==> src/rtl/txd_pkg.sv <==
package txd_pkg;
   localparam int CMD_EOP  = 0;
   localparam int CMD_CRC  = 1;
   localparam int CMD_CSUM = 2;
   localparam int CMD_RPT  = 3;
   localparam int CMD_SENT = 4;
   localparam int CMD_EXT  = 5;
   localparam int CMD_VLAN = 6;
   localparam int CMD_IDLY = 7;

   localparam int ST_DONE  = 0;
   localparam int ST_EXCOL = 1;
   localparam int ST_LTCOL = 2;

   typedef struct packed {
      logic crc;
      logic csum;
      logic vlan;
   } pkt_opts_t;
endpackage

==> src/rtl/txd_cmd_decode.sv <==
module txd_cmd_decode
   import txd_pkg::*;
#(
   parameter int ADDR_W = 32,
   parameter int LEN_W  = 16
) (
   input  logic [7:0]        cmd,
   input  logic [ADDR_W-1:0] addr,
   input  logic [LEN_W-1:0]  len,
   input  logic              vlan_mode_en,
   output logic              eop,
   output logic              report,
   output logic              defer,
   output logic              empty,
   output pkt_opts_t         opts
);
   logic unused_cmd_bits;
   assign unused_cmd_bits = cmd[CMD_EXT] ^ cmd[CMD_IDLY];

   always_comb begin
      eop       = cmd[CMD_EOP];
      report    = cmd[CMD_RPT];
      defer     = cmd[CMD_EOP] & cmd[CMD_SENT];
      empty     = (addr == '0) || (len == '0);
      opts.vlan = cmd[CMD_EOP] & cmd[CMD_VLAN] & vlan_mode_en;
      opts.crc  = cmd[CMD_EOP] & (cmd[CMD_CRC] | opts.vlan);
      opts.csum = cmd[CMD_EOP] & cmd[CMD_CSUM];
   end
endmodule

==> src/rtl/txd_pkt_track.sv <==
module txd_pkt_track
   import txd_pkg::*;
#(
   parameter int CNT_W     = 4,
   parameter int TAG_W     = 16,
   parameter bit SAT_COUNT = 1'b1
) (
   input  logic               clk,
   input  logic               rst_n,
   input  logic               accept,
   input  logic               eop,
   input  pkt_opts_t          opts_in,
   input  logic [TAG_W-1:0]   tag,
   input  logic [TAG_W-1:0]   ethertype,
   input  logic               dp_ready,
   output logic               dp_valid,
   output pkt_opts_t          dp_opts,
   output logic [2*TAG_W-1:0] dp_vlan_word,
   output logic [CNT_W-1:0]   dp_seg_count
);
   localparam logic [CNT_W-1:0] CNT_MAX = {CNT_W{1'b1}};

   logic [CNT_W-1:0] seg_cnt;
   logic [CNT_W-1:0] cnt_inc;

   generate
      if (SAT_COUNT) begin : g_sat
         assign cnt_inc = (seg_cnt == CNT_MAX) ? CNT_MAX : seg_cnt + 1'b1;
      end else begin : g_wrap
         assign cnt_inc = seg_cnt + 1'b1;
      end
   endgenerate

   always_ff @(posedge clk) begin
      if (!rst_n) begin
         seg_cnt      <= '0;
         dp_valid     <= 1'b0;
         dp_opts      <= '0;
         dp_vlan_word <= '0;
         dp_seg_count <= '0;
      end else begin
         if (dp_valid && dp_ready) dp_valid <= 1'b0;
         if (accept) begin
            if (eop) begin
               seg_cnt      <= '0;
               dp_valid     <= 1'b1;
               dp_opts      <= opts_in;
               dp_vlan_word <= opts_in.vlan ? {ethertype, tag} : '0;
               dp_seg_count <= cnt_inc;
            end else begin
               seg_cnt <= cnt_inc;
            end
         end
      end
   end

   AST_OPTS_HELD: assert property (@(posedge clk) disable iff (!rst_n)
      dp_valid && !dp_ready |=> dp_valid && $stable(dp_opts) && $stable(dp_seg_count));
   AST_NO_ACCEPT_BUSY: assert property (@(posedge clk) disable iff (!rst_n)
      dp_valid |-> !accept);
endmodule

==> src/rtl/txd_wb_ctrl.sv <==
module txd_wb_ctrl
   import txd_pkg::*;
(
   input  logic       clk,
   input  logic       rst_n,
   input  logic       accept,
   input  logic       report,
   input  logic       defer,
   input  logic       pkt_busy,
   input  logic       tx_done_valid,
   input  logic       tx_excess_col,
   input  logic       tx_late_col,
   output logic       wb_valid,
   output logic [3:0] wb_status,
   output logic       head_adv,
   output logic       wait_sent
);
   logic sent_ok;
   assign sent_ok = wait_sent && !pkt_busy && tx_done_valid;

   always_ff @(posedge clk) begin
      if (!rst_n) begin
         wb_valid  <= 1'b0;
         wb_status <= '0;
         head_adv  <= 1'b0;
         wait_sent <= 1'b0;
      end else begin
         wb_valid <= 1'b0;
         head_adv <= 1'b0;
         if (accept && !defer) begin
            wb_valid  <= report;
            wb_status <= 4'b0001;
            head_adv  <= 1'b1;
         end else if (accept) begin
            wait_sent <= 1'b1;
         end else if (sent_ok) begin
            wait_sent                <= 1'b0;
            wb_valid                 <= 1'b1;
            wb_status                <= '0;
            wb_status[ST_DONE]       <= 1'b1;
            wb_status[ST_EXCOL]      <= tx_excess_col;
            wb_status[ST_LTCOL]      <= tx_late_col;
         end
         if (sent_ok) head_adv <= 1'b1;
      end
   end

   AST_HOLD_RING: assert property (@(posedge clk) disable iff (!rst_n)
      wait_sent |-> !accept);
   AST_DONE_SET: assert property (@(posedge clk) disable iff (!rst_n)
      wb_valid |-> wb_status[ST_DONE]);
   AST_RSV_ZERO: assert property (@(posedge clk) disable iff (!rst_n)
      wb_valid |-> !wb_status[3]);
   AST_WB_WITH_HEAD: assert property (@(posedge clk) disable iff (!rst_n)
      wb_valid |-> head_adv);
endmodule

==> src/rtl/txd_cmd_seq.sv <==
module txd_cmd_seq
   import txd_pkg::*;
#(
   parameter int ADDR_W    = 32,
   parameter int LEN_W     = 16,
   parameter int TAG_W     = 16,
   parameter int CNT_W     = 4,
   parameter bit SAT_COUNT = 1'b1
) (
   input  logic               clk,
   input  logic               rst_n,
   input  logic               desc_valid,
   output logic               desc_ready,
   input  logic [7:0]         desc_cmd,
   input  logic [ADDR_W-1:0]  desc_addr,
   input  logic [LEN_W-1:0]   desc_len,
   input  logic [TAG_W-1:0]   desc_tag,
   input  logic               vlan_mode_en,
   input  logic [TAG_W-1:0]   vlan_ethertype,
   output logic               seg_valid,
   output logic [ADDR_W-1:0]  seg_addr,
   output logic [LEN_W-1:0]   seg_len,
   output logic               seg_last,
   output logic               dp_valid,
   input  logic               dp_ready,
   output logic               dp_add_crc,
   output logic               dp_add_csum,
   output logic               dp_add_vlan,
   output logic [2*TAG_W-1:0] dp_vlan_word,
   output logic [CNT_W-1:0]   dp_seg_count,
   input  logic               tx_done_valid,
   input  logic               tx_excess_col,
   input  logic               tx_late_col,
   output logic               wb_valid,
   output logic [3:0]         wb_status,
   output logic               head_adv
);
   generate
      if (ADDR_W < 1) begin : g_bad_addr
         $error("ADDR_W must be at least 1");
      end
      if (LEN_W < 1) begin : g_bad_len
         $error("LEN_W must be at least 1");
      end
      if (TAG_W < 1) begin : g_bad_tag
         $error("TAG_W must be at least 1");
      end
      if (CNT_W < 2) begin : g_bad_cnt
         $error("CNT_W must be at least 2");
      end
   endgenerate

   logic      d_eop, d_report, d_defer, d_empty;
   pkt_opts_t d_opts, q_opts;
   logic      accept, wait_sent;

   assign desc_ready = !dp_valid && !wait_sent;
   assign accept     = desc_valid && desc_ready;

   txd_cmd_decode #(.ADDR_W(ADDR_W), .LEN_W(LEN_W)) u_dec (
      .cmd(desc_cmd), .addr(desc_addr), .len(desc_len), .vlan_mode_en(vlan_mode_en),
      .eop(d_eop), .report(d_report), .defer(d_defer), .empty(d_empty), .opts(d_opts)
   );

   txd_pkt_track #(.CNT_W(CNT_W), .TAG_W(TAG_W), .SAT_COUNT(SAT_COUNT)) u_pkt (
      .clk(clk), .rst_n(rst_n), .accept(accept), .eop(d_eop), .opts_in(d_opts),
      .tag(desc_tag), .ethertype(vlan_ethertype), .dp_ready(dp_ready),
      .dp_valid(dp_valid), .dp_opts(q_opts), .dp_vlan_word(dp_vlan_word),
      .dp_seg_count(dp_seg_count)
   );

   txd_wb_ctrl u_wb (
      .clk(clk), .rst_n(rst_n), .accept(accept), .report(d_report), .defer(d_defer),
      .pkt_busy(dp_valid), .tx_done_valid(tx_done_valid), .tx_excess_col(tx_excess_col),
      .tx_late_col(tx_late_col), .wb_valid(wb_valid), .wb_status(wb_status),
      .head_adv(head_adv), .wait_sent(wait_sent)
   );

   assign dp_add_crc  = q_opts.crc;
   assign dp_add_csum = q_opts.csum;
   assign dp_add_vlan = q_opts.vlan;

   always_ff @(posedge clk) begin
      if (!rst_n) begin
         seg_valid <= 1'b0;
         seg_addr  <= '0;
         seg_len   <= '0;
         seg_last  <= 1'b0;
      end else begin
         seg_valid <= accept && !d_empty;
         if (accept) begin
            seg_addr <= desc_addr;
            seg_len  <= desc_len;
            seg_last <= d_eop;
         end
      end
   end

   AST_SEG_NONEMPTY: assert property (@(posedge clk) disable iff (!rst_n)
      seg_valid |-> (seg_addr != '0) && (seg_len != '0));
   AST_VLAN_FORCES_CRC: assert property (@(posedge clk) disable iff (!rst_n)
      dp_valid && dp_add_vlan |-> dp_add_crc);
   AST_READY_LOW_OPTS: assert property (@(posedge clk) disable iff (!rst_n)
      dp_valid |-> !desc_ready);
   AST_ONE_RETIRE: assert property (@(posedge clk) disable iff (!rst_n)
      head_adv |=> !head_adv);
endmodule

==> config.mk <==
export PLATFORM = sky130hd
export DESIGN_NAME = txd_cmd_seq
export DESIGN_NICKNAME = d
export VERILOG_FILES = /design/src/rtl/txd_pkg.sv /design/src/rtl/txd_cmd_decode.sv /design/src/rtl/txd_pkt_track.sv /design/src/rtl/txd_wb_ctrl.sv /design/src/rtl/txd_cmd_seq.sv
export SDC_FILE = /design/constraint.sdc
export NUM_CORES = 1
export LEC_CHECK = 0
export ABC_AREA = 1
export BUFFER_PORTS_ARGS = -buffer_cell sky130_fd_sc_hd__buf_2
export CAP_MARGIN = 20
export CORE_UTILIZATION = 33
export CTS_BUF_LIST = sky130_fd_sc_hd__clkbuf_16
export CTS_CLUSTER_SIZE = 12
export DETAILED_ROUTE_END_ITERATION = 10
export PLACE_DENSITY_LB_ADDON = 0.25
export SYNTH_ARGS = -nofsm -noshare
export SYNTH_HDL_FRONTEND = slang
export SYNTH_SLANG_ARGS = --single-unit
==> constraint.sdc <==
create_clock -name clk -period 1.35 [get_ports clk]
set_input_delay 0.135 -clock clk [delete_from_list [all_inputs] [get_ports clk]]
set_output_delay 0.135 -clock clk [all_outputs]
set_load 0.01 [all_outputs]
# Word-level counts from Yosys, hierarchy flattened

Cells that the tools add are included.
W data, S select, Z words.

Output and inout bits: 97
Flip-flop bits (word level): 100
Logic and storage cells: 65
Input bits: 96

$add $sub $neg: 1
Bitwise logic cells: 9
Reduce and logical (&&, ||, !) cells: 21
Multiplexer cells: 16
Eq/ne operators: 2

Operators by type and width:

| kind                  | number |
|---|---|
| $logic_not A32 Y1     | 1 |
| $mux W32              | 1 |
| $logic_not A16 Y1     | 1 |
| $mux W1               | 13 |
| $mux W4               | 2 |
| $reduce_and A2 Y1     | 4 |
| $logic_and A1 B1 Y1   | 7 |
| $and A1 B1 Y1         | 5 |
| $add A4 B1 Y4 const B | 1 |
| $eq A4 B4 Y1 const B  | 1 |
| $logic_not A1 Y1      | 4 |
| $reduce_bool A2 Y1    | 2 |
| $not A1 Y1            | 3 |
| $ne A2 B1 Y1 const B  | 1 |
| $reduce_or A2 Y1      | 1 |
| $logic_or A1 B1 Y1    | 1 |
| $or A1 B1 Y1          | 1 |

# Logic depth before layout (Yosys ltp)

Depth in word-level cells: 6
Gate-level depth with buffers: 8
Depth with buffers taken out: 7

# Modules after synthesis

From an unflattened synthesis, not the netlist that was laid out.

Cell total of the unflattened synthesis: 631
Area total of the unflattened synthesis: 4,337.9 um^2

By module, submodules not included:

| module         | sequential area each (um^2) | cells an instance | instances | area each (um^2) |
|---|---|---|---|---|
| txd_cmd_seq    | 1,001.0                     | 327               | 1         | 2,199.6 |
| txd_pkt_track  | 880.8                       | 214               | 1         | 1,654.1 |
| txd_wb_ctrl    | 120.1                       | 34                | 1         | 264.0 |
| txd_cmd_decode | 0.0                         | 56                | 1         | 220.2 |

# Worst setup path before layout

Ideal clock, no wire load.

Kind: register to register
Start: reg u_wb.wait_sent
End: reg u_pkt.dp_vlan_word[17]
Library setup time: 0.132 ns
Buffers on the path: 2
Data arrival time: 1.163 ns
Period minus slack after synthesis: 1.295 ns
Stages on the path, launching flop included: 9
Slack: 0.055 ns
Cell sequence: dfxtp_1 -> nor2_4 -> nand2_8 -> nor2_8 -> inv_2 -> buf_6 -> buf_6 -> nand2_1 -> a21oi_1

Word-level cells in the longest chain between the ends: 4

Ends and longest elaborated chain:

| item                        | RTL line            | source |
|---|---|---|
| from (decl)                 | txd_wb_ctrl.sv:16   | `output logic wait_sent` |
| from (signal assigned)      | txd_wb_ctrl.sv:26   | `wait_sent <= 1'b0;` |
| from (signal assigned)      | txd_wb_ctrl.sv:35   | `wait_sent <= 1'b1;` |
| from (signal assigned)      | txd_wb_ctrl.sv:37   | `wait_sent <= 1'b0;` |
| $logic_not A1 Y1            | txd_cmd_seq.sv:57   | `assign desc_ready = !dp_valid && !wait_sent;` |
| $logic_and A1 B1 Y1         | txd_cmd_seq.sv:57   |  |
| net desc_ready              | txd_cmd_seq.sv:13   | `output logic desc_ready,` |
| $logic_and A1 B1 Y1         | txd_cmd_seq.sv:58   | `assign accept = desc_valid && desc_ready;` |
| $reduce_and A2 Y1 (no line) | n/a                 |  |
| to (signal assigned)        | txd_pkt_track.sv:48 | `dp_vlan_word <= opts_in.vlan ? {ethertype, tag} : '0;` |
| to (decl)                   | txd_pkt_track.sv:18 | `output logic [2*TAG_W-1:0] dp_vlan_word,` |

The timed path passes the listed nets, and every way through them passes these cells.
A chain may end at the register's enable or synchronous reset.

# Worst setup path in the final report

Start: reg u_wb.wait_sent
End: reg u_pkt.dp_vlan_word[15]

Word-level cells in the longest chain between the ends: 4

Ends and longest elaborated chain:

| item                        | RTL line |
|---|---|
| $logic_not A1 Y1            | txd_cmd_seq.sv:57 |
| $logic_and A1 B1 Y1         | txd_cmd_seq.sv:57 |
| $logic_and A1 B1 Y1         | txd_cmd_seq.sv:58 |
| $reduce_and A2 Y1 (no line) | n/a |

Every way passes these cells.

==> flow_summary_export.csv <==
group,metric,value,unit
timing,finalSetupViolCount,0,
pwr,power_density,1250,nW/um2
pwr,p_comb_share,15.0,%
timing,setup_ws,0.117,ns
routing,drc,0,
min_path,min_from,"desc_cmd[2]",
routing,first_iter_violations,253,
clock_network,clk_path_buf_depth,2,
pwr,pwr-share-clk,34.7,%
synthesis,synthArstFlopShare,0,%
global_routing,antenna_found_initial,0,
synthesis,yosysMostFrequentCell,"nor2_1",
clock_network,cts_tree,"yes",
placement,dp_slack,0.0730,ns
routing,route.met3.wl,974,um
placement,dp_hpwl,7.53,mm
synthesis,syn_area_per_cell,7.46,um2
routing,vias,3779,
placement,place_congestion,0.753,
synthesis,synth-seq-cells,100,
routing,wl_met1,4.51,mm
routing,wl_met2,4.64,mm
global_routing,grt_pass1_wl,16.6,mm
global_routing,grt.overflow.total,0,
floorplanning,die_area,11800,um2
clock_network,insertion_delay,0.34,ns
job,max_cap_viol_count,0,
clock_network,clk_pin_slew,0.06,ns
pwr,switching_share,26.0,%
cells_and_area,drive_gt1_share,31.5,%
pwr,p_leak,0.00249,uW
critical_path,worstPathArrival,1.51,ns
timing,layout_min_cycle_time,1.23,ns
critical_path,crit_path_end_kind,"register",
pwr,pwr-share-seq,50.3,%
routing,vias_per_cell,4.55,
pwr,irDropWorstVdd,0.000635,V
timing,rsz0062_at_grt,"true",
min_path,holdPathStages,3,
routing,firstDrtPassIters,5,
clock_network,cts_hold_buf,0,
synthesis,syn-cell-area,3750,um2
status,outcome,"complete, no violations",
synthesis,synth_common_cells,"nor2_1 (143), nand2_1 (104), dfxtp_1 (100), o21ai_0 (56), a21oi_1 (43)",
critical_path,rr_endpoint,"u_pkt.dp_vlan_word[15]",
pwr,internal_power,4730,uW
clock_network,cts_made_buffers,9,
synthesis,synth_flop_cell,"dfxtp_1",
floorplanning,core-area,10900,um2
critical_path,cp_data_required_time,1.63,ns
global_routing,grt_pass1_vias,3621,
timing,fin_tns_setup,0,ns
floorplanning,chipWidth,109,um
critical_path,worstRegToRegCells,6,
min_path,hp-class,"in2reg",
cells_and_area,nets,786,
critical_path,path_max_fanout,33,
synthesis,netlist_top_cells_area,"dfxtp_1 (53%), nor2_1 (14%), nand2_1 (10%), o21ai_0 (7.5%), a21oi_1 (5.7%)",
timing,skew,0.00450,ns
clock_network,htree_levels,3,
critical_path,crit_type,"reg2reg",
global_routing,grt_max_degree,55,
placement,io_buffers,189,
routing,wl,10.3,mm
synthesis,synth_top_area_share,53.4,%
floorplanning,initial_core_util,34.3,%
timing,hold_violations,0,
synthesis,synth_edf_count,0,
clock_network,postCtsSetupBuffers,0,
critical_path,start_kind,"register",
synthesis,synth_cells,503,
clock_network,cts_root_buffer,"clkbuf_16",
cells_and_area,fillCellCount,1115,
global_routing,grt_usage,18.2,%
floorplanning,die_h,109,um
min_path,min_to,"u_pkt.dp_opts[1]",
critical_path,r2r_start,"u_wb.wait_sent",
clock_network,clock-sinks,100,
synthesis,synth.yosys.seq_area_share,53.4,%
routing,ant_nets,0,
timing,post-route-period-util,91.4,%
pwr,switchingPower,1660,uW
floorplanning,io_pins,193,
cells_and_area,insertedDiodeCount,0,
cells_and_area,syn_to_final_growth,36.7,%
synthesis,synth.distinct_cells,20,
timing,finalMaxSlewViolations,0,
timing,timing.hold.ws,0.0113,ns
routing,topRoutingLayerUsed,"met4",
routing,routedWlPerCell,12.4,um
synthesis,synth_top_cell_by_area,"dfxtp_1",
timing,fmax,811,MHz
synthesis,yosys_warnings,0,
floorplanning,rows,38,
synthesis,synth_nets,600,
critical_path,reg2reg_slack,0.12,ns
state kept, by name, summed over array words and instances, names as in the netlist, 3 cells and up:
| register | count |
|---|---|
| u_pkt.dp_opts | 3 |
| u_pkt.seg_cnt | 4 |
| u_pkt.dp_vlan_word | 32 |
| seg_len | 16 |
| u_pkt.dp_seg_count | 4 |
| seg_addr | 32 |
| u_wb.wb_status | 3 |
worst max-delay path: stages, from the launching register on:
cell and delay, ns:
dfxtp_1 0.33, nor2_4 0.18, nand2_8 0.11, nor2_4 0.11, buf_12 0.18, nand2_1 0.10
a21oi_1 0.14
cell families (layout without fill, tap and decap cells):
group	count (synthesis)	after routing	share of synthesized area, %
AO/OA/AOI/OAI	101	101	13.5
adder cells (fa/ha/maj)	1	1	0.333
buffers and inverters	42	230	5.30
flip-flops	100	100	53.4
other	1	1	0.0999
AND/OR/NAND/NOR	258	258	27.4
cell usage in the layout, fill, tap and decap left out, drive strengths merged:
master and n:
nand3 5, o21a 1, buf 203, nand4 2
nand2 105, clkbuf 9, inv 18, o21ai 57
dfxtp 100, ha 1, a21oi 43, conb 1
nor2 146
worst max-delay path by stage:
stage / from / to / cells after the start
global route: u_wb.wait_sent / u_pkt.dp_vlan_word[2] / 6
detailed placement: u_wb.wait_sent / seg_addr[13] / 5
finish: u_wb.wait_sent / u_pkt.dp_vlan_word[15] / 6
global placement: u_wb.wait_sent / u_wb.wb_valid / 7
floorplan: u_wb.wait_sent / u_pkt.dp_vlan_word[17] / 8
CTS: u_wb.wait_sent / seg_addr[13] / 5
final cells by class:
| class | count | area [um2] | area share, % |
|---|---|---|---|
| clock buffers | 9 | 225 | 4.39 |
| inverters | 14 | 55.1 | 1.07 |
| clock inverters | 4 | 15.0 | 0.293 |
| well taps | 140 | 175 | 3.42 |
| flip-flops and latches | 100 | 2000 | 39.0 |
| multi-input cells | 361 | 1550 | 30.3 |
| repair buffers | 203 | 1100 | 21.5 |
power by group through the flow:
stage / sequential [uW] / combinational [uW] / clock (uW)
finish: 3210 / 956 / 2220
floorplan: 3370 / 406 / 0
detailed placement: 3280 / 962 / 0
global route: 3240 / 1080 / 2420
global placement: 3270 / 945 / 0
CTS: 3220 / 965 / 2280
metal layers:
layer / track usage (%) / vias up
met5: 0 / -
met4: 8.49 / 0
met3: 6.04 / 17
met2: 29.6 / 157
met1: 21.6 / 1650
li1: - / 1955
stage by stage:
| stage | total power, uW | cell area [um2] | instances | utilization, % |
|---|---|---|---|---|
| floorplan | 3770 | 3750 | 503 | - |
| global placement | 4220 | 4880 | 818 | 44.6 |
| detailed placement | 4240 | 4880 | 818 | 44.6 |
| CTS | 6460 | 5120 | 831 | 46.8 |
| global route | 6740 | 5130 | 831 | 46.9 |
| finish | 6390 | 5130 | 831 | 46.9 |
timing repair:
item | in CTS | in global routing
gates resized for setup | 0 | 4
setup endpoints to repair | 0 | 10
hold endpoints to repair | 0 | 0
(Power assumes the default switching activity.)
